### src/rtl/disp_stub_pkg.sv
// Package: shared constants and types for the display transmitter stub.
// Assumes a byte-wide register space addressed by an 8-bit pointer.
package disp_stub_pkg;

    localparam int BYTE_W = 8;

    // Register offsets the host software decodes.
    localparam logic [BYTE_W-1:0] REG_SYSCTL  = 8'h1A;
    localparam logic [BYTE_W-1:0] REG_CHIPID  = 8'h1B;
    localparam logic [BYTE_W-1:0] REG_INTSTAT = 8'h3D;

    // Bit positions inside the system control register.
    localparam int SYSCTL_REQ_BIT = 2;
    localparam int SYSCTL_GNT_BIT = 1;

    // Bit engine states.
    typedef enum logic [2:0] {
        ST_IDLE,
        ST_ADDR,
        ST_ADDR_ACK,
        ST_WR_BIT,
        ST_WR_ACK,
        ST_RD_BIT,
        ST_RD_ACK
    } tgt_state_e;

endpackage

### src/rtl/i2c_line_sync.sv
// Module: i2c_line_sync
// Brings SCL and SDA into the clk domain through STAGES flops and derives
// START, STOP and SCL rising/falling strobes (one clk each).
// Assumes STAGES >= 2 and bus phases longer than STAGES+2 clk cycles.
module i2c_line_sync #(
    parameter int STAGES = 2
) (
    input  logic clk,
    input  logic rst_n,
    input  logic scl_i,
    input  logic sda_i,
    output logic sda_o,
    output logic start_o,
    output logic stop_o,
    output logic scl_rise_o,
    output logic scl_fall_o
);

    logic [STAGES-1:0] scl_pipe;
    logic [STAGES-1:0] sda_pipe;
    logic              scl_prev;
    logic              sda_prev;
    logic              scl_now;
    logic              sda_now;

    assign scl_now = scl_pipe[STAGES-1];
    assign sda_now = sda_pipe[STAGES-1];

    // Synchroniser chains plus one history flop, idle-high at reset.
    always_ff @(posedge clk) begin
        if (!rst_n) begin
            scl_pipe <= '1;
            sda_pipe <= '1;
            scl_prev <= 1'b1;
            sda_prev <= 1'b1;
        end else begin
            scl_pipe <= {scl_pipe[STAGES-2:0], scl_i};
            sda_pipe <= {sda_pipe[STAGES-2:0], sda_i};
            scl_prev <= scl_now;
            sda_prev <= sda_now;
        end
    end

    // Bus condition decode from current and previous synchronised levels.
    always_comb begin
        sda_o      = sda_now;
        start_o    = scl_now && scl_prev && sda_prev && !sda_now;
        stop_o     = scl_now && scl_prev && !sda_prev && sda_now;
        scl_rise_o = scl_now && !scl_prev;
        scl_fall_o = !scl_now && scl_prev;
    end

endmodule

### src/rtl/i2c_tgt_engine.sv
// Module: i2c_tgt_engine
// Bit-level target: matches the 7-bit address, acknowledges, shifts write
// bytes in and read bytes out MSB first, and signals the register bank.
// Assumes strobes from i2c_line_sync; SDA changes are made on SCL falls.
module i2c_tgt_engine
    import disp_stub_pkg::*;
#(
    parameter logic [6:0] DEV_ADDR = 7'h39
) (
    input  logic              clk,
    input  logic              rst_n,
    input  logic              sda_s,
    input  logic              start_s,
    input  logic              stop_s,
    input  logic              scl_rise,
    input  logic              scl_fall,
    input  logic [BYTE_W-1:0] rd_data,
    output logic              sda_oe,
    output logic              wr_open,
    output logic              wr_valid,
    output logic [BYTE_W-1:0] wr_byte,
    output logic              rd_adv,
    output tgt_state_e        state_o
);

    localparam int CNT_W = $clog2(BYTE_W + 1);
    localparam logic [CNT_W-1:0] CNT_FULL = CNT_W'(BYTE_W);
    localparam logic [CNT_W-1:0] CNT_LAST = CNT_W'(BYTE_W - 1);

    tgt_state_e        state_q;
    logic [CNT_W-1:0]  cnt_q;
    logic [BYTE_W-1:0] shift_q;
    logic              rw_q;
    logic              oe_q;
    logic              mack_q;
    logic              open_q;
    logic              valid_q;
    logic              adv_q;

    assign sda_oe   = oe_q;
    assign wr_open  = open_q;
    assign wr_valid = valid_q;
    assign wr_byte  = shift_q;
    assign rd_adv   = adv_q;
    assign state_o  = state_q;

    // Bus protocol sequencing, one decision per detected bus event.
    always_ff @(posedge clk) begin
        if (!rst_n) begin
            state_q <= ST_IDLE;
            cnt_q   <= '0;
            shift_q <= '0;
            rw_q    <= 1'b0;
            oe_q    <= 1'b0;
            mack_q  <= 1'b0;
            open_q  <= 1'b0;
            valid_q <= 1'b0;
            adv_q   <= 1'b0;
        end else begin
            open_q  <= 1'b0;
            valid_q <= 1'b0;
            adv_q   <= 1'b0;
            if (start_s) begin
                state_q <= ST_ADDR;
                cnt_q   <= '0;
                oe_q    <= 1'b0;
            end else if (stop_s) begin
                state_q <= ST_IDLE;
                oe_q    <= 1'b0;
            end else begin
                case (state_q)
                    ST_ADDR: begin
                        if (scl_rise) begin
                            shift_q <= {shift_q[BYTE_W-2:0], sda_s};
                            cnt_q   <= cnt_q + 1'b1;
                        end else if (scl_fall && cnt_q == CNT_FULL) begin
                            if (shift_q[BYTE_W-1:1] == DEV_ADDR) begin
                                oe_q    <= 1'b1;
                                rw_q    <= shift_q[0];
                                open_q  <= !shift_q[0];
                                state_q <= ST_ADDR_ACK;
                            end else begin
                                state_q <= ST_IDLE;
                            end
                        end
                    end
                    ST_ADDR_ACK: begin
                        if (scl_fall) begin
                            cnt_q <= '0;
                            if (rw_q) begin
                                shift_q <= rd_data;
                                oe_q    <= !rd_data[BYTE_W-1];
                                adv_q   <= 1'b1;
                                state_q <= ST_RD_BIT;
                            end else begin
                                oe_q    <= 1'b0;
                                state_q <= ST_WR_BIT;
                            end
                        end
                    end
                    ST_WR_BIT: begin
                        if (scl_rise) begin
                            shift_q <= {shift_q[BYTE_W-2:0], sda_s};
                            cnt_q   <= cnt_q + 1'b1;
                        end else if (scl_fall && cnt_q == CNT_FULL) begin
                            oe_q    <= 1'b1;
                            valid_q <= 1'b1;
                            state_q <= ST_WR_ACK;
                        end
                    end
                    ST_WR_ACK: begin
                        if (scl_fall) begin
                            oe_q    <= 1'b0;
                            cnt_q   <= '0;
                            state_q <= ST_WR_BIT;
                        end
                    end
                    ST_RD_BIT: begin
                        if (scl_fall) begin
                            if (cnt_q == CNT_LAST) begin
                                oe_q    <= 1'b0;
                                state_q <= ST_RD_ACK;
                            end else begin
                                shift_q <= {shift_q[BYTE_W-2:0], 1'b0};
                                oe_q    <= !shift_q[BYTE_W-2];
                                cnt_q   <= cnt_q + 1'b1;
                            end
                        end
                    end
                    ST_RD_ACK: begin
                        if (scl_rise) begin
                            mack_q <= !sda_s;
                        end else if (scl_fall) begin
                            if (mack_q) begin
                                shift_q <= rd_data;
                                oe_q    <= !rd_data[BYTE_W-1];
                                adv_q   <= 1'b1;
                                cnt_q   <= '0;
                                state_q <= ST_RD_BIT;
                            end else begin
                                oe_q    <= 1'b0;
                                state_q <= ST_IDLE;
                            end
                        end
                    end
                    default: begin
                        oe_q <= 1'b0;
                    end
                endcase
            end
        end
    end

endmodule

### src/rtl/disp_reg_bank.sv
// Module: disp_reg_bank
// Pointer, pointer-pending flag and channel handshake state; returns the
// read value for the pointed register combinationally.
// Assumes wr_open, wr_valid and rd_adv are single-cycle and never coincide.
module disp_reg_bank
    import disp_stub_pkg::*;
#(
    parameter logic [BYTE_W-1:0] ID_VALUE   = 8'hB0,
    parameter logic [BYTE_W-1:0] PLUG_VALUE = 8'h04
) (
    input  logic              clk,
    input  logic              rst_n,
    input  logic              wr_open,
    input  logic              wr_valid,
    input  logic [BYTE_W-1:0] wr_byte,
    input  logic              rd_adv,
    output logic [BYTE_W-1:0] rd_data,
    output logic [BYTE_W-1:0] ptr_o,
    output logic              req_o,
    output logic              mode_o
);

    localparam logic [BYTE_W-1:0] SYSCTL_ACK =
        BYTE_W'((1 << SYSCTL_REQ_BIT) | (1 << SYSCTL_GNT_BIT));

    logic [BYTE_W-1:0] ptr_q;
    logic              pend_q;
    logic              req_q;
    logic              mode_q;

    assign ptr_o  = ptr_q;
    assign req_o  = req_q;
    assign mode_o = mode_q;

    // Pointer load/advance and system control handshake updates.
    always_ff @(posedge clk) begin
        if (!rst_n) begin
            ptr_q  <= '0;
            pend_q <= 1'b0;
            req_q  <= 1'b0;
            mode_q <= 1'b0;
        end else begin
            if (wr_open) begin
                pend_q <= 1'b1;
            end
            if (wr_valid) begin
                if (pend_q) begin
                    ptr_q  <= wr_byte;
                    pend_q <= 1'b0;
                end else begin
                    if (ptr_q == REG_SYSCTL) begin
                        if (wr_byte[SYSCTL_REQ_BIT]) begin
                            req_q <= 1'b1;
                            if (wr_byte[SYSCTL_GNT_BIT]) begin
                                mode_q <= 1'b1;
                            end
                        end else begin
                            req_q  <= 1'b0;
                            mode_q <= 1'b0;
                        end
                    end
                    ptr_q <= ptr_q + 1'b1;
                end
            end else if (rd_adv) begin
                ptr_q <= ptr_q + 1'b1;
            end
        end
    end

    // Read value of the register the pointer selects.
    always_comb begin
        case (ptr_q)
            REG_SYSCTL:  rd_data = req_q ? SYSCTL_ACK : '0;
            REG_CHIPID:  rd_data = ID_VALUE;
            REG_INTSTAT: rd_data = PLUG_VALUE;
            default:     rd_data = '0;
        endcase
    end

endmodule

### src/rtl/disp_xmtr_i2c_stub.sv
// Module: disp_xmtr_i2c_stub (top)
// Two-wire bus target exposing identity, plug status and the monitor
// channel request/grant handshake of a video transmitter.
// Assumes clk is several times faster than SCL; sda_oe_o pulls SDA low.
module disp_xmtr_i2c_stub
    import disp_stub_pkg::*;
#(
    parameter logic [6:0]        DEV_ADDR    = 7'h39,
    parameter logic [BYTE_W-1:0] ID_VALUE    = 8'hB0,
    parameter logic [BYTE_W-1:0] PLUG_VALUE  = 8'h04,
    parameter int                SYNC_STAGES = 2
) (
    input  logic clk,
    input  logic rst_n,
    input  logic scl_i,
    input  logic sda_i,
    output logic sda_oe_o,
    output logic link_mode_o
);

    logic              sda_s;
    logic              start_s;
    logic              stop_s;
    logic              scl_rise;
    logic              scl_fall;
    logic [BYTE_W-1:0] rd_data;
    logic              wr_open;
    logic              wr_valid;
    logic [BYTE_W-1:0] wr_byte;
    logic              rd_adv;
    logic [BYTE_W-1:0] ptr_w;
    logic              req_flag_w;
    logic              mode_w;
    tgt_state_e        state_w;

    i2c_line_sync #(
        .STAGES(SYNC_STAGES)
    ) u_sync (
        .clk       (clk),
        .rst_n     (rst_n),
        .scl_i     (scl_i),
        .sda_i     (sda_i),
        .sda_o     (sda_s),
        .start_o   (start_s),
        .stop_o    (stop_s),
        .scl_rise_o(scl_rise),
        .scl_fall_o(scl_fall)
    );

    i2c_tgt_engine #(
        .DEV_ADDR(DEV_ADDR)
    ) u_engine (
        .clk     (clk),
        .rst_n   (rst_n),
        .sda_s   (sda_s),
        .start_s (start_s),
        .stop_s  (stop_s),
        .scl_rise(scl_rise),
        .scl_fall(scl_fall),
        .rd_data (rd_data),
        .sda_oe  (sda_oe_o),
        .wr_open (wr_open),
        .wr_valid(wr_valid),
        .wr_byte (wr_byte),
        .rd_adv  (rd_adv),
        .state_o (state_w)
    );

    disp_reg_bank #(
        .ID_VALUE  (ID_VALUE),
        .PLUG_VALUE(PLUG_VALUE)
    ) u_regs (
        .clk     (clk),
        .rst_n   (rst_n),
        .wr_open (wr_open),
        .wr_valid(wr_valid),
        .wr_byte (wr_byte),
        .rd_adv  (rd_adv),
        .rd_data (rd_data),
        .ptr_o   (ptr_w),
        .req_o   (req_flag_w),
        .mode_o  (mode_w)
    );

    assign link_mode_o = mode_w;

endmodule

### config.mk
export PLATFORM = sky130hd
export DESIGN_NAME = disp_xmtr_i2c_stub
export DESIGN_NICKNAME = d
export VERILOG_FILES = /design/src/rtl/disp_stub_pkg.sv /design/src/rtl/i2c_line_sync.sv /design/src/rtl/i2c_tgt_engine.sv /design/src/rtl/disp_reg_bank.sv /design/src/rtl/disp_xmtr_i2c_stub.sv
export SDC_FILE = /design/constraint.sdc
export NUM_CORES = 1
export LEC_CHECK = 0
export BUFFER_PORTS_ARGS = -buffer_cell sky130_fd_sc_hd__buf_2
export CORE_AREA = 4 4 64 66
export CTS_CLUSTER_SIZE = 16
export DETAILED_ROUTE_END_ITERATION = 8
export DIE_AREA = 0 0 68 70
export PLACE_DENSITY = 0.86
export RECOVER_POWER = 50
export SLEW_MARGIN = 15
export SYNTH_ARGS = -nofsm -noshare
export SYNTH_HDL_FRONTEND = slang
export SYNTH_SLANG_ARGS = --single-unit
export TNS_END_PERCENT = 5
### constraint.sdc
create_clock -name clk -period 3.86 [get_ports clk]
set_input_delay 0.386 -clock clk [delete_from_list [all_inputs] [get_ports clk]]
set_output_delay 0.386 -clock clk [all_outputs]
set_load 0.01 [all_outputs]
* Word-level counts from Yosys, hierarchy flattened
Index checks and enable logic that the tools add are counted.
** Operators by class
- Mux-type cells :: 65
- Reductions and logical operators :: 35
- Bitwise gates (word level) :: 9
- Add/subtract/negate cells :: 2
- Equal/unequal tests :: 39
** Operators by type and width (count)
- two-way mux 8 bit :: 11
- two-way mux 3 bit :: 13
- AND reduction 11 bit :: 3
- one-hot mux 8 bit (4 select lines) :: 1
- two-way mux 4 bit :: 7
- inequality test 4 x 3 -> 1 bit (second input constant) :: 7
- two-way mux 1 bit :: 27
- inequality test 2 x 1 -> 1 bit (second input constant) :: 12
- one-hot mux 8 bit (3 select lines) :: 1
- one-hot mux 3 bit (6 select lines) :: 1
- equality test 8 x 5 -> 1 bit (second input constant) :: 2
- one-hot mux 4 bit (4 select lines) :: 1
- inequality test 4 bit (second input constant) :: 3
- inequality test 2 bit (second input constant) :: 5
- AND reduction 10 bit :: 1
- equality test 3 bit (second input constant) :: 3
- NOT 1 bit :: 9
- AND reduction 9 bit :: 1
- adder 8 x 1 -> 8 bit (second input constant) :: 1
- equality test 8 x 6 -> 1 bit (second input constant) :: 1
- logical AND 1 bit :: 8
- AND reduction 4 bit :: 2
- nonzero test 4 bit :: 2
- nonzero test 8 bit :: 1
- 18 further kinds :: 27
** Storage, ports and cells
- Flip-flop bits (word level) :: 38
- Output and inout port bits :: 2
- Input port bits :: 4
- Word-level logic and storage cells :: 168

* Depth between registers and ports, before layout
Gate-level depths: netlist (run 1).
- Depth in word-level cells :: 8
- Mapped depth :: 7

* By module
A second synthesis (run 1) with hierarchy kept.
** Second synthesis, totals
- Cell total of the unflattened synthesis :: 272
- Area total of the unflattened synthesis :: 2279.7 um^2
** Modules (own cells, without submodules)
- i2c_tgt_engine :: instances 1, cells an instance 171, area each 1406.3 um^2, sequential area each 420.4 um^2
- disp_reg_bank :: instances 1, cells an instance 85, area each 683.2 um^2, sequential area each 220.2 um^2
- i2c_line_sync :: instances 1, cells an instance 16, area each 190.2 um^2, sequential area each 120.1 um^2

* Worst setup path after synthesis (run 1)
No wires, ideal clock.
- Path kind :: reg-to-reg
- From :: reg u_engine.cnt_q[0]
- To :: reg u_engine.cnt_q[3]
- Clock period less this slack :: 1536 ps
- Buffers on the path :: 0
- Setup slack :: 2324 ps
- Arrival time :: 1411 ps
- Library setup time :: 125 ps
- Cell stages (with the launch flop) :: 7
- Cells stage by stage :: dfxtp_1 > ha_1 > nand3b_1 > nor3_1 > or3_1 > o311ai_1 > nand2_1
** Between the ends
- Cells in the longest elaborated chain, start to end :: 4
- Elaborated cells on any way between the ends :: 8
** RTL lines
- start: declaration :: line i2c_tgt_engine.sv:31 : logic [CNT_W-1:0] cnt_q;
- start signal: assignment :: line i2c_tgt_engine.sv:75 : cnt_q <= cnt_q + 1'b1;
- start signal: assignment :: line i2c_tgt_engine.sv:104 : cnt_q <= cnt_q + 1'b1;
- start signal: assignment :: line i2c_tgt_engine.sv:126 : cnt_q <= cnt_q + 1'b1;
- adder 4 x 1 -> 4 bit :: line i2c_tgt_engine.sv:75, i2c_tgt_engine.sv:104, i2c_tgt_engine.sv:126
- two-way mux 4 bit :: line i2c_tgt_engine.sv:120 : if (cnt_q == CNT_LAST) begin
- two-way mux 4 bit :: line i2c_tgt_engine.sv:119 : if (scl_fall) begin
- one-hot mux 4 bit (4 select lines) :: line i2c_tgt_engine.sv:71 : case (state_q)
Several ways; a longest one is shown, not always the timed one. The select of a mux whose other input is x is not followed.
A chain may end at the register's enable or synchronous reset.

* Final worst setup path (run 1)
- From :: reg u_engine.state_q[0], in the netlist u_engine.state_o[0]
- To :: reg u_engine.shift_q[0], in the netlist u_engine.wr_byte[0]
** Between the ends
- Cells in the longest elaborated chain, start to end :: 4
- Elaborated cells on any way between the ends :: 17
** RTL lines
- start: declaration :: line i2c_tgt_engine.sv:30 : tgt_state_e state_q;
- start signal: assignment :: line i2c_tgt_engine.sv:50 : state_q <= ST_IDLE;
- start signal: assignment :: line i2c_tgt_engine.sv:64 : state_q <= ST_ADDR;
- start signal: assignment :: line i2c_tgt_engine.sv:68 : state_q <= ST_IDLE;
- equality test 3 x 1 -> 1 bit / equality test 3 x 2 -> 1 bit (equally long branches) :: line i2c_tgt_engine.sv:71
- OR reduction 2 bit (no source line)
- inequality test 2 x 1 -> 1 bit (no source line) / nonzero test 4 bit (equally long branches)
- AND reduction 11 bit (no source line)
- end signal: assignment :: line i2c_tgt_engine.sv:74 : shift_q <= {shift_q[BYTE_W-2:0], sda_s};
- end signal: assignment :: line i2c_tgt_engine.sv:91 : shift_q <= rd_data;
- end signal: assignment :: line i2c_tgt_engine.sv:103 : shift_q <= {shift_q[BYTE_W-2:0], sda_s};
- end: declaration :: line i2c_tgt_engine.sv:32 : logic [BYTE_W-1:0] shift_q;
Several ways; a longest one is shown, not always the timed one.

==> impl_metrics.py, run 1 <==
metrics = {
    "sta": {
        "totalNegativeSetupSlack_ns": 0,
        "final-max-slew-violation-count": 0,
        "setup_viol": 0,
        "skew_ns": 0.02072,
        "finalCritPeriodShare_pct": 57.81,
        "worst_pin_slew_ns": 0.8407,
        "max_freq_ghz": 0.4481,
        "fin_crit_ns": 2.232,
        "hold_viol_final": 0,
        "max_slew_margin_pct": 43.95,
        "grt_setup_unrepaired": "false",
    },
    "floorplan": {
        "fp.dieW_um": 68,
        "placementRows": 22,
        "dieArea_um2": 4760,
        "io_pins": 6,
        "die_h_um": 70,
        "core_area_um2": 3578,
        "start_util_pct": 57.66,
    },
    "clock_tree": {
        "clock-sinks": 38,
        "holdBufCountCts": 0,
        "clk-insertion-delay-late_ns": 0.35,
        "root_buffer": "clkbuf_4",
        "cts_resized": 0,
        "cts_made_buffers": 5,
        "postCtsSetupBuffers": 0,
        "clk_path_buf_depth": 2,
        "clk_pin_slew_ns": 0.11,
        "cts_tree": "done",
        "h-tree-depth": 2,
    },
    "critical_path": {
        "required_ns": 4.08,
        "crit_fanout": 15,
        "endpoint_kind": "flip-flop",
        "critPathTopFamily": "simple AND/OR/NAND/NOR gates",
        "crit_type": "flip-flop to flip-flop",
        "cp_num_buf_inv": 0,
        "r2r_setup_slack_ns": 1.63,
        "slowest_stage": "nor3_2",
        "critPathLaunchType": "flip-flop",
        "cp_cell_sequence": "nand2b_4 > a211oi_1 > nor3_2 > nand2_1 > mux2i_1",
        "slowest_delay_ns": 0.68,
        "cp.arrival_ns": 2.45,
    },
    "routing": {
        "wl_per_cell_um": 15.35,
        "route.detailed.drc": 0,
        "num_vias": 1825,
        "drtIter0Drc": 175,
        "via_per_inst": 6.083,
        "ant_nets": 0,
        "drtPass1Iterations": 4,
        "wl_mm": 4.604,
    },
    "pwr": {
        "ir_worst_vdd_mv": 0.2070,
        "pwr-share-comb_pct": 3.4,
        "clkPwrFrac_pct": 45.5,
        "p_leak_nw": 0.7602,
        "power_density_nw_per_um2": 354.9,
        "internal_power_mw": 0.6237,
        "power.switching_mw": 0.1574,
        "netSwitchingFraction_pct": 20.15,
        "seq_power_share_pct": 51.1,
        "p_total_mw": 0.7811,
    },
    "yosys": {
        "synthesis.nets": 260,
        "synth-seq-cells": 38,
        "async_reset_ff_share_pct": 0,
        "syn_inst": 251,
        "synth-main-ff-cell": "dfxtp_1",
        "ys_seq_area_share_pct": 36.87,
        "synth_edf_count": 0,
        "syn_avg_cell_area_um2": 8.220,
        "synth_cell_types": 48,
        "yosysWarnings": 0,
        "synth_area_um2": 2063,
    },
    "global_route": {
        "grt_max_degree": 22,
        "grt_pass1_vias": 1662,
        "grt_usage_pct": 21.08,
        "grt_pass1_wl_mm": 7.845,
        "antenna_found_initial": 0,
        "gr-total-overflow": 0,
    },
    "placement": {
        "port_buffers": 5,
        "placed_area_um2": 2093,
        "routabilityCongestion": 0.8780,
        "dp_hpwl_mm": 3.320,
    },
    "finish": {
        "nFillCells": 317,
        "nets": 260,
        "num_antenna_cells": 0,
        "area_growth_pct": 6.671,
        "drive_gt1_share_pct": 7.937,
        "final_area_um2": 2201,
    },
    "job": {
        "drv_cap": 0,
    },
    "min_path": {
        "hold_path.class": "input pin to flip-flop",
    },
    "status": {
        "status": "completed",
    },
}
cells in the mapped netlist (4+ instances only):
master,instances,area [µm²]
dfxtp_1,38,760.7
nand2_1,23,86.33
nor2_1,20,75.07
a21oi_1,16,80.08
nand3_1,14,70.07
mux2i_1,11,110.1
nand2b_1,11,68.82
inv_1,8,30.03
o21ai_0,8,40.04
clkbuf_1,7,26.28
nand4_1,7,43.79
nor3_1,7,35.03
a211oi_1,5,37.54
ha_1,5,62.56
a21boi_0,4,30.03
a311oi_1,4,35.03
and2_1,4,25.02
nor4_1,4,25.02
power groups by stage:
| stage | Sequential (mW) | Clock (mW) | Combinational (mW) |
|---|---|---|---|
| after floorplan | 0.407 | 0 | 0.0206 |
| after global placement | 0.408 | 0 | 0.0261 |
| after detailed placement | 0.408 | 0 | 0.0263 |
| after CTS | 0.399 | 0.360 | 0.0263 |
| after global routing | 0.400 | 0.378 | 0.0299 |
| final | 0.399 | 0.355 | 0.0264 |
cell families (layout without fill, tap and decap cells):
| group | count (synthesis) | in the layout | share of synthesized area [%] |
|---|---|---|---|
| simple gates | 110 | 110 | 28.32 |
| xor+xnor | 4 | 4 | 1.698 |
| mux | 11 | 11 | 5.337 |
| buf+inv | 21 | 22 | 4.305 |
| flops | 38 | 38 | 36.87 |
| fa+ha+maj | 5 | 5 | 3.032 |
| compound gates | 62 | 62 | 20.44 |
registers in the layout, summed over array words and instances, names as in the netlist, 2 cells and up:
signal	count
u_sync.sda_pipe	2
u_sync.scl_pipe	2
u_engine.cnt_q	4
u_engine.wr_byte	8
u_engine.state_o	3
u_regs.ptr_o	8
worst register-to-register path, delay by kind of cell (launching register included):
kind | cells | cell delay, ns
AND/OR/NAND/NOR | 3 | 1.26
flip-flops | 1 | 0.60
multiplexers | 1 | 0.19
AO/OA/AOI/OAI | 1 | 0.07
final timing paths:
kind	depth (start not counted)	endpoint	startpoint
max	5	u_engine.wr_byte[0]	u_engine.state_o[0]
min	2	u_sync.sda_pipe[0]	sda_i
max reg2reg	5	u_engine.wr_byte[0]	u_engine.state_o[0]
min reg2reg	1	u_sync.sda_pipe[1]	u_sync.sda_pipe[0]
through the flow:
step	setup slack (ns)	util (%)	std cells	hold slack, ns
floorplan	2.324	-	251	0.3863
global placement	1.809	58.50	292	0.3880
detailed placement	1.729	58.50	292	0.3929
CTS	1.686	61.61	300	0.2120
global route	1.452	61.50	300	0.2219
finish	1.628	61.50	300	0.2291
layout make-up:
class                      count  area, µm²  share of cell area, %
clock inverter                 2      60.06                  2.729
tap                           48      60.06                  2.729
sequential                    38      760.7                  34.57
timing repair buffer           5      21.27                 0.9665
inverter                       9      33.78                  1.535
multi-input combinational    192       1214                  55.14
clock buffer                   6      51.30                  2.331
placed cells by master, fill, tap and decap left out, drive strengths merged, types with 4 or more instances in the layout:
| cell | instances |
|---|---|
| a21boi | 4 |
| mux2i | 11 |
| o21ai | 9 |
| and2 | 4 |
| nor2 | 20 |
| nand2 | 23 |
| dfxtp | 38 |
| clkbuf | 9 |
| nand2b | 12 |
| nand3 | 14 |
| a21oi | 16 |
| a211oi | 5 |
| a311oi | 4 |
| ha | 5 |
| nor4 | 4 |
| nand4 | 7 |
| inv | 8 |
| nor3 | 8 |
per-layer routing:
layer | global-route usage, % | vias up | part of all wire [%]
li1 | - | 915 | -
met1 | 28.60 | 847 | 44
met2 | 32.66 | 55 | 49
met3 | 4.180 | 8 | 5.5
met4 | 7.285 | 0 | 1.5
met5 | 0 | - | 0
No activity file was read; power rests on OpenSTA's default activity.
==> run 2, diff against run 1 <==
clock period = 2.06 ns   (was 3.86 ns; I/O delays follow)
==> impl_metrics.py, run 2 (synthesized netlist as in run 1, its figures left out) <==
metrics = {
    "sta": {
        "skew_ns": 0.01683,
        "finalCritPeriodShare_pct": 83.11,
        "max_slew_margin_pct": 43.71,
        "fin_crit_ns": 1.712,
        "whs_ns": 0.03253,
        "setup_viol": 0,
        "timing.final.ws_setup_ns": 0.3480,
        "max_freq_ghz": 0.5841,
        "totalNegativeSetupSlack_ns": 0,
        "grt_setup_unrepaired": "false",
        "worst_pin_slew_ns": 0.8444,
        "hold_viol_final": 0,
        "final-max-slew-violation-count": 0,
    },
    "critical_path": {
        "cp.arrival_ns": 1.96,
        "cp_cell_sequence": "nand2b_4 > a211oi_1 > or3_1 > o311ai_1 > nand2_1",
        "endpoint_kind": "flip-flop",
        "crit_path_start": "u_engine.state_o[0]",
        "slowest_delay_ns": 0.49,
        "r2r_end": "u_engine.cnt_q[3]",
        "required_ns": 2.31,
        "cp_num_buf_inv": 0,
        "crit_type": "flip-flop to flip-flop",
        "slowest_stage": "dfxtp_2",
        "critPathLaunchType": "flip-flop",
        "r2r_setup_slack_ns": 0.35,
        "r2r_cells": 5,
        "r2r_start": "u_engine.state_o[0]",
        "crit_fanout": 15,
        "critPathTopFamily": "simple AND/OR/NAND/NOR gates",
    },
    "job": {
        "drv_cap": 0,
    },
    "clock_tree": {
        "cts_made_buffers": 5,
        "cts_tree": "done",
        "clock-sinks": 38,
        "clk-insertion-delay-late_ns": 0.36,
        "clk_path_buf_depth": 2,
        "clk_pin_slew_ns": 0.11,
        "holdBufCountCts": 0,
        "h-tree-depth": 2,
        "root_buffer": "clkbuf_4",
    },
    "pwr": {
        "power_density_nw_per_um2": 657.4,
        "internal_power_mw": 1.171,
        "ir_worst_vdd_mv": 0.4123,
        "power.switching_mw": 0.2965,
        "clkPwrFrac_pct": 45.4,
        "pwr-share-comb_pct": 3.6,
        "netSwitchingFraction_pct": 20.21,
        "p_leak_nw": 0.7751,
        "seq_power_share_pct": 51.0,
    },
    "floorplan": {
        "start_util_pct": 57.66,
        "core_area_um2": 3578,
        "dieArea_um2": 4760,
        "io_pins": 6,
        "fp.dieW_um": 68,
        "die_h_um": 70,
        "placementRows": 22,
    },
    "finish": {
        "num_antenna_cells": 0,
        "layout_commonest_cell": "dfxtp_1",
        "drive_gt1_share_pct": 10.16,
        "nets": 264,
        "nFillCells": 307,
        "postLayoutCoreUtil_pct": 62.38,
        "final_cell_mix": "35 x dfxtp_1, 23 x nand2_1, 20 x nor2_1",
        "area_growth_pct": 8.187,
        "area.sequential_um2": 764.5,
        "multi_input_comb_area_um2": 1214,
    },
    "routing": {
        "via_per_inst": 6.168,
        "ant_nets": 0,
        "wl_mm": 4.515,
        "wl_per_cell_um": 14.85,
        "num_vias": 1875,
        "drtIter0Drc": 278,
        "route.detailed.drc": 0,
        "drtPass1Iterations": 4,
    },
    "global_route": {
        "antenna_found_initial": 0,
        "gr-total-overflow": 0,
        "grt_usage_pct": 20.99,
        "grt_pass1_vias": 1714,
        "grt_pass1_wl_mm": 7.859,
        "grt_max_degree": 21,
    },
    "min_path": {
        "holdPathEnd": "u_sync.sda_pipe[0]",
        "hold_path.class": "input pin to flip-flop",
        "hold_depth": 2,
        "hold_path.startpoint": "sda_i",
    },
    "placement": {
        "dp_hpwl_mm": 3.220,
        "dp_slack_ns": 0.2273,
        "routabilityCongestion": 0.8936,
        "port_buffers": 5,
    },
    "status": {
        "status": "completed",
    },
}
## run 2: power groups by stage
stage / Clock (mW) / Combinational, mW / Sequential, mW
6_report: 0.667 / 0.0524 / 0.748
5_1_grt: 0.712 / 0.0591 / 0.750
4_1_cts: 0.682 / 0.0527 / 0.748
3_5_place_dp: 0 / 0.0524 / 0.765
3_3_place_gp: 0 / 0.0519 / 0.764
2_1_floorplan: 0 / 0.0386 / 0.762
## run 2: metrics by stage
| stage | cells | power, mW | instance area (µm²) |
|---|---|---|---|
| 2_1_floorplan | 251 | 0.8008 | 2063 |
| 3_3_place_gp | 296 | 0.8163 | 2123 |
| 6_report | 304 | 1.467 | 2232 |
| 3_5_place_dp | 296 | 0.8171 | 2123 |
| 5_1_grt | 304 | 1.520 | 2232 |
| 4_1_cts | 304 | 1.483 | 2235 |
## run 2: worst max-delay path by stage
| stage | end | slack [ns] | depth (start not counted) |
|---|---|---|---|
| after floorplan | u_engine.cnt_q[3] | 0.52 | 6 |
| after global placement | u_engine.cnt_q[3] | 0.30 | 5 |
| after detailed placement | u_engine.cnt_q[2] | 0.23 | 5 |
| after CTS | u_engine.sda_oe | 0.21 | 5 |
| after global routing | u_engine.wr_byte[5] | 0.14 | 7 |
| final | u_engine.cnt_q[3] | 0.35 | 5 |
## run 2: repair_timing
action | 4_1_cts | 5_1_grt
gates resized for setup | 0 | 3
endpoints found under the setup margin | 0 | 1
endpoints found under the hold margin | 0 | 0
setup buffers | 0 | 0
## run 2: layout make-up
cell class | count | share of cell area, %
Clock buffer | 6 | 2.298
Clock inverter | 2 | 2.691
Inverter | 9 | 1.513
Multi-Input combinational cell | 192 | 54.37
Sequential cell | 38 | 34.25
Tap cell | 48 | 2.691
Timing Repair Buffer | 9 | 2.186
## run 2: metal layers
metal | vias up | wire length (µm) | global-route usage, %
met4 | 0 | 129 | 10.60
met5 | - | 0 | 0
met2 | 70 | 2103 | 30.62
li1 | 930 | - | -
met1 | 863 | 2009 | 29.00
met3 | 12 | 272 | 3.859
==> run 3, diff against run 2 <==
ABC_AREA = 1   (was not set)
CORE_AREA = 4 4 66 68   (was 4 4 64 66)
DIE_AREA = 0 0 70 72   (was 0 0 68 70)
clock period = 1.6 ns   (was 2.06 ns; I/O delays follow)
==> impl_metrics.py, run 3 <==
metrics = {
    "min_path": {
        "hold_path.class": "input pin to flip-flop",
    },
    "routing": {
        "num_vias": 2263,
        "drtIter0Drc": 176,
        "wl_mm": 5.227,
        "via_per_inst": 5.466,
        "route.detailed.drc": 0,
        "ant_nets": 0,
        "wl_per_cell_um": 12.63,
        "drtPass1Iterations": 5,
    },
    "sta": {
        "setup_viol": 0,
        "max_slew_margin_pct": 71.94,
        "worst_pin_slew_ns": 0.4177,
        "finalCritPeriodShare_pct": 93.57,
        "whs_ns": 0.05041,
        "hold_viol_final": 0,
        "fin_crit_ns": 1.497,
        "skew_ns": 0.007416,
        "max_freq_ghz": 0.6679,
        "totalNegativeSetupSlack_ns": 0,
        "final-max-slew-violation-count": 0,
    },
    "finish": {
        "area_growth_pct": 13.48,
        "final_cell_mix": "84 x nand2_1, 59 x nor2_1, 38 x inv_1",
        "drive_gt1_share_pct": 15.11,
        "num_antenna_cells": 0,
        "layout_commonest_cell": "nand2_1",
        "nets": 372,
    },
    "clock_tree": {
        "root_buffer": "clkbuf_8",
        "cts_made_buffers": 5,
        "clk-insertion-delay-late_ns": 0.29,
        "clk_path_buf_depth": 2,
        "h-tree-depth": 2,
        "clock-sinks": 38,
        "clk_pin_slew_ns": 0.08,
        "cts_tree": "done",
    },
    "yosys": {
        "yosys-mux-area-fraction_pct": 0.4530,
        "synth-simple-area-share_pct": 42.81,
        "synthXorXnorAreaFrac_pct": 0.3964,
        "synthesis.nets": 354,
        "synth_compound_area_share_pct": 10.14,
        "syn_inst": 345,
        "synth_cell_types": 36,
        "synth-adder-area-share_pct": 2.831,
        "synth_commonest_cells": "86 x nand2_1, 66 x nor2_1, 38 x dfxtp_1, 38 x inv_1, 31 x nand3_1",
        "async_reset_ff_share_pct": 0,
        "yosys-top-cells-area": "dfxtp_1 34%, nand2_1 15%, nor2_1 11%, nand3_1 7.0%, inv_1 6.5%",
        "syn_avg_cell_area_um2": 6.405,
        "synth_most_common_cell": "nand2_1",
        "ys_seq_area_share_pct": 34.43,
        "yosysWarnings": 0,
        "synth-seq-cells": 38,
        "synth_edf_count": 0,
        "synth-main-ff-cell": "dfxtp_1",
        "synth_area_um2": 2210,
        "synth_top_family_by_area": "simple AND/OR/NAND/NOR gates",
        "yosysTopAreaCell": "dfxtp_1",
        "synth_top_cell_area_share_pct": 34.43,
    },
    "floorplan": {
        "io_pins": 6,
        "die_h_um": 72,
        "placementRows": 23,
        "fp.dieW_um": 70,
        "core_area_um2": 3856,
        "start_util_pct": 57.30,
        "dieArea_um2": 5040,
    },
    "critical_path": {
        "crit_type": "flip-flop to flip-flop",
        "crit_fanout": 7,
        "required_ns": 1.80,
        "critPathLaunchType": "flip-flop",
        "cp.arrival_ns": 1.69,
        "endpoint_kind": "flip-flop",
    },
    "status": {
        "status": "completed",
    },
    "global_route": {
        "antenna_found_initial": 0,
        "gr-total-overflow": 0,
        "grt_pass1_vias": 2010,
        "grt_usage_pct": 21.52,
        "grt_pass1_wl_mm": 8.776,
        "grt_max_degree": 20,
    },
    "pwr": {
        "power_density_nw_per_um2": 1183,
        "ir_worst_vdd_mv": 0.7281,
        "p_leak_nw": 1.131,
    },
    "placement": {
        "routabilityCongestion": 0.9700,
        "dp_hpwl_mm": 3.910,
        "port_buffers": 5,
    },
    "job": {
        "drv_cap": 0,
    },
}
run 3: cell types whose count changed after synthesis, sizes merged, moves of 4 or more:
cell and change:
nand3 +19, nor2 +49, nand2b -12, mux2i -10, nand2 +65, inv +32
clkbuf -4, and2 -4
run 3: layout make-up:
| cell class | instances | area (µm²) |
|---|---|---|
| sequential | 38 | 765.7 |
| clock buffer | 5 | 68.82 |
| multi-input combinational | 261 | 1313 |
| clock inverter | 3 | 40.04 |
| tap | 50 | 62.56 |
| inverter | 41 | 153.9 |
| timing repair buffer | 16 | 103.9 |
| fill | 369 | 1349 |
run 3: routing by layer:
| metal | vias to the layer above | routed length (µm) | track usage, % |
|---|---|---|---|
| met5 | - | 0 | 0 |
| met1 | 1000 | 2313 | 27.53 |
| met2 | 96 | 2380 | 34.73 |
| met3 | 20 | 383 | 5.402 |
| met4 | 0 | 150 | 9.149 |
| li1 | 1147 | - | - |
run 3: worst max-delay path, cell delays in order, from the launching register on:
cell	delay, ns
dfxtp_1	0.39
inv_1	0.07
nor3_1	0.37
nor2_2	0.14
nand2_1	0.13
nor2_4	0.07
nand2_4	0.08
nand2_1	0.05
nand2_1	0.05
nor2_1	0.04
run 3: through the flow:
stage	std cells	util (%)	setup slack, ns	total power [mW]	cell area [µm²]
final	414	65.02	0.1029	2.966	2507
after global routing	414	65.02	-0.04685	3.173	2507
after CTS	413	63.27	0.001831	2.909	2440
after detailed placement	405	60.38	-0.05242	2.096	2328
after global placement	405	60.38	-0.05093	2.072	2328
after floorplan	345	-	0.2301	1.889	2210
run 3: timing repair:
| action | 4_1_cts | 5_1_grt |
|---|---|---|
| pin swaps | 0 | 6 |
| buffers inserted | 0 | 1 |
| gates resized for setup | 1 | 21 |
| hold buffers | 0 | 0 |
| endpoints found under the hold margin | 0 | 0 |
| cloned | 0 | 0 |
| endpoints found under the setup margin | 3 | 18 |
run 3: logic make-up (layout without fill, tap and decap cells):
family | count (synthesis) | in the layout
xor gates and xnor gates | 1 | 1
AOI/OAI and AO/OA | 40 | 40
muxes | 1 | 1
DFF | 38 | 38
and+or+nand+nor | 214 | 214
buffers and inverters | 46 | 65
adders and majority gates | 5 | 5
run 3: power by group:
part           switching (mW)  total, mW  internal [mW]
logic                   0.613      0.979          0.365
registers               0.117       1.18           1.06
clock network           0.349      0.807          0.459
total                    1.08       2.97           1.89
run 3: worst paths after layout:
check,from,endpoint,slack [ns],depth (start not counted)
min,sda_i,u_sync.sda_pipe[0],0.05,2
min reg2reg,u_sync.sda_pipe[0],u_sync.sda_pipe[1],0.42,1
max reg2reg,u_sync.sda_pipe[1],u_engine.wr_byte[1],0.10,9
max,u_sync.sda_pipe[1],u_engine.wr_byte[1],0.10,9
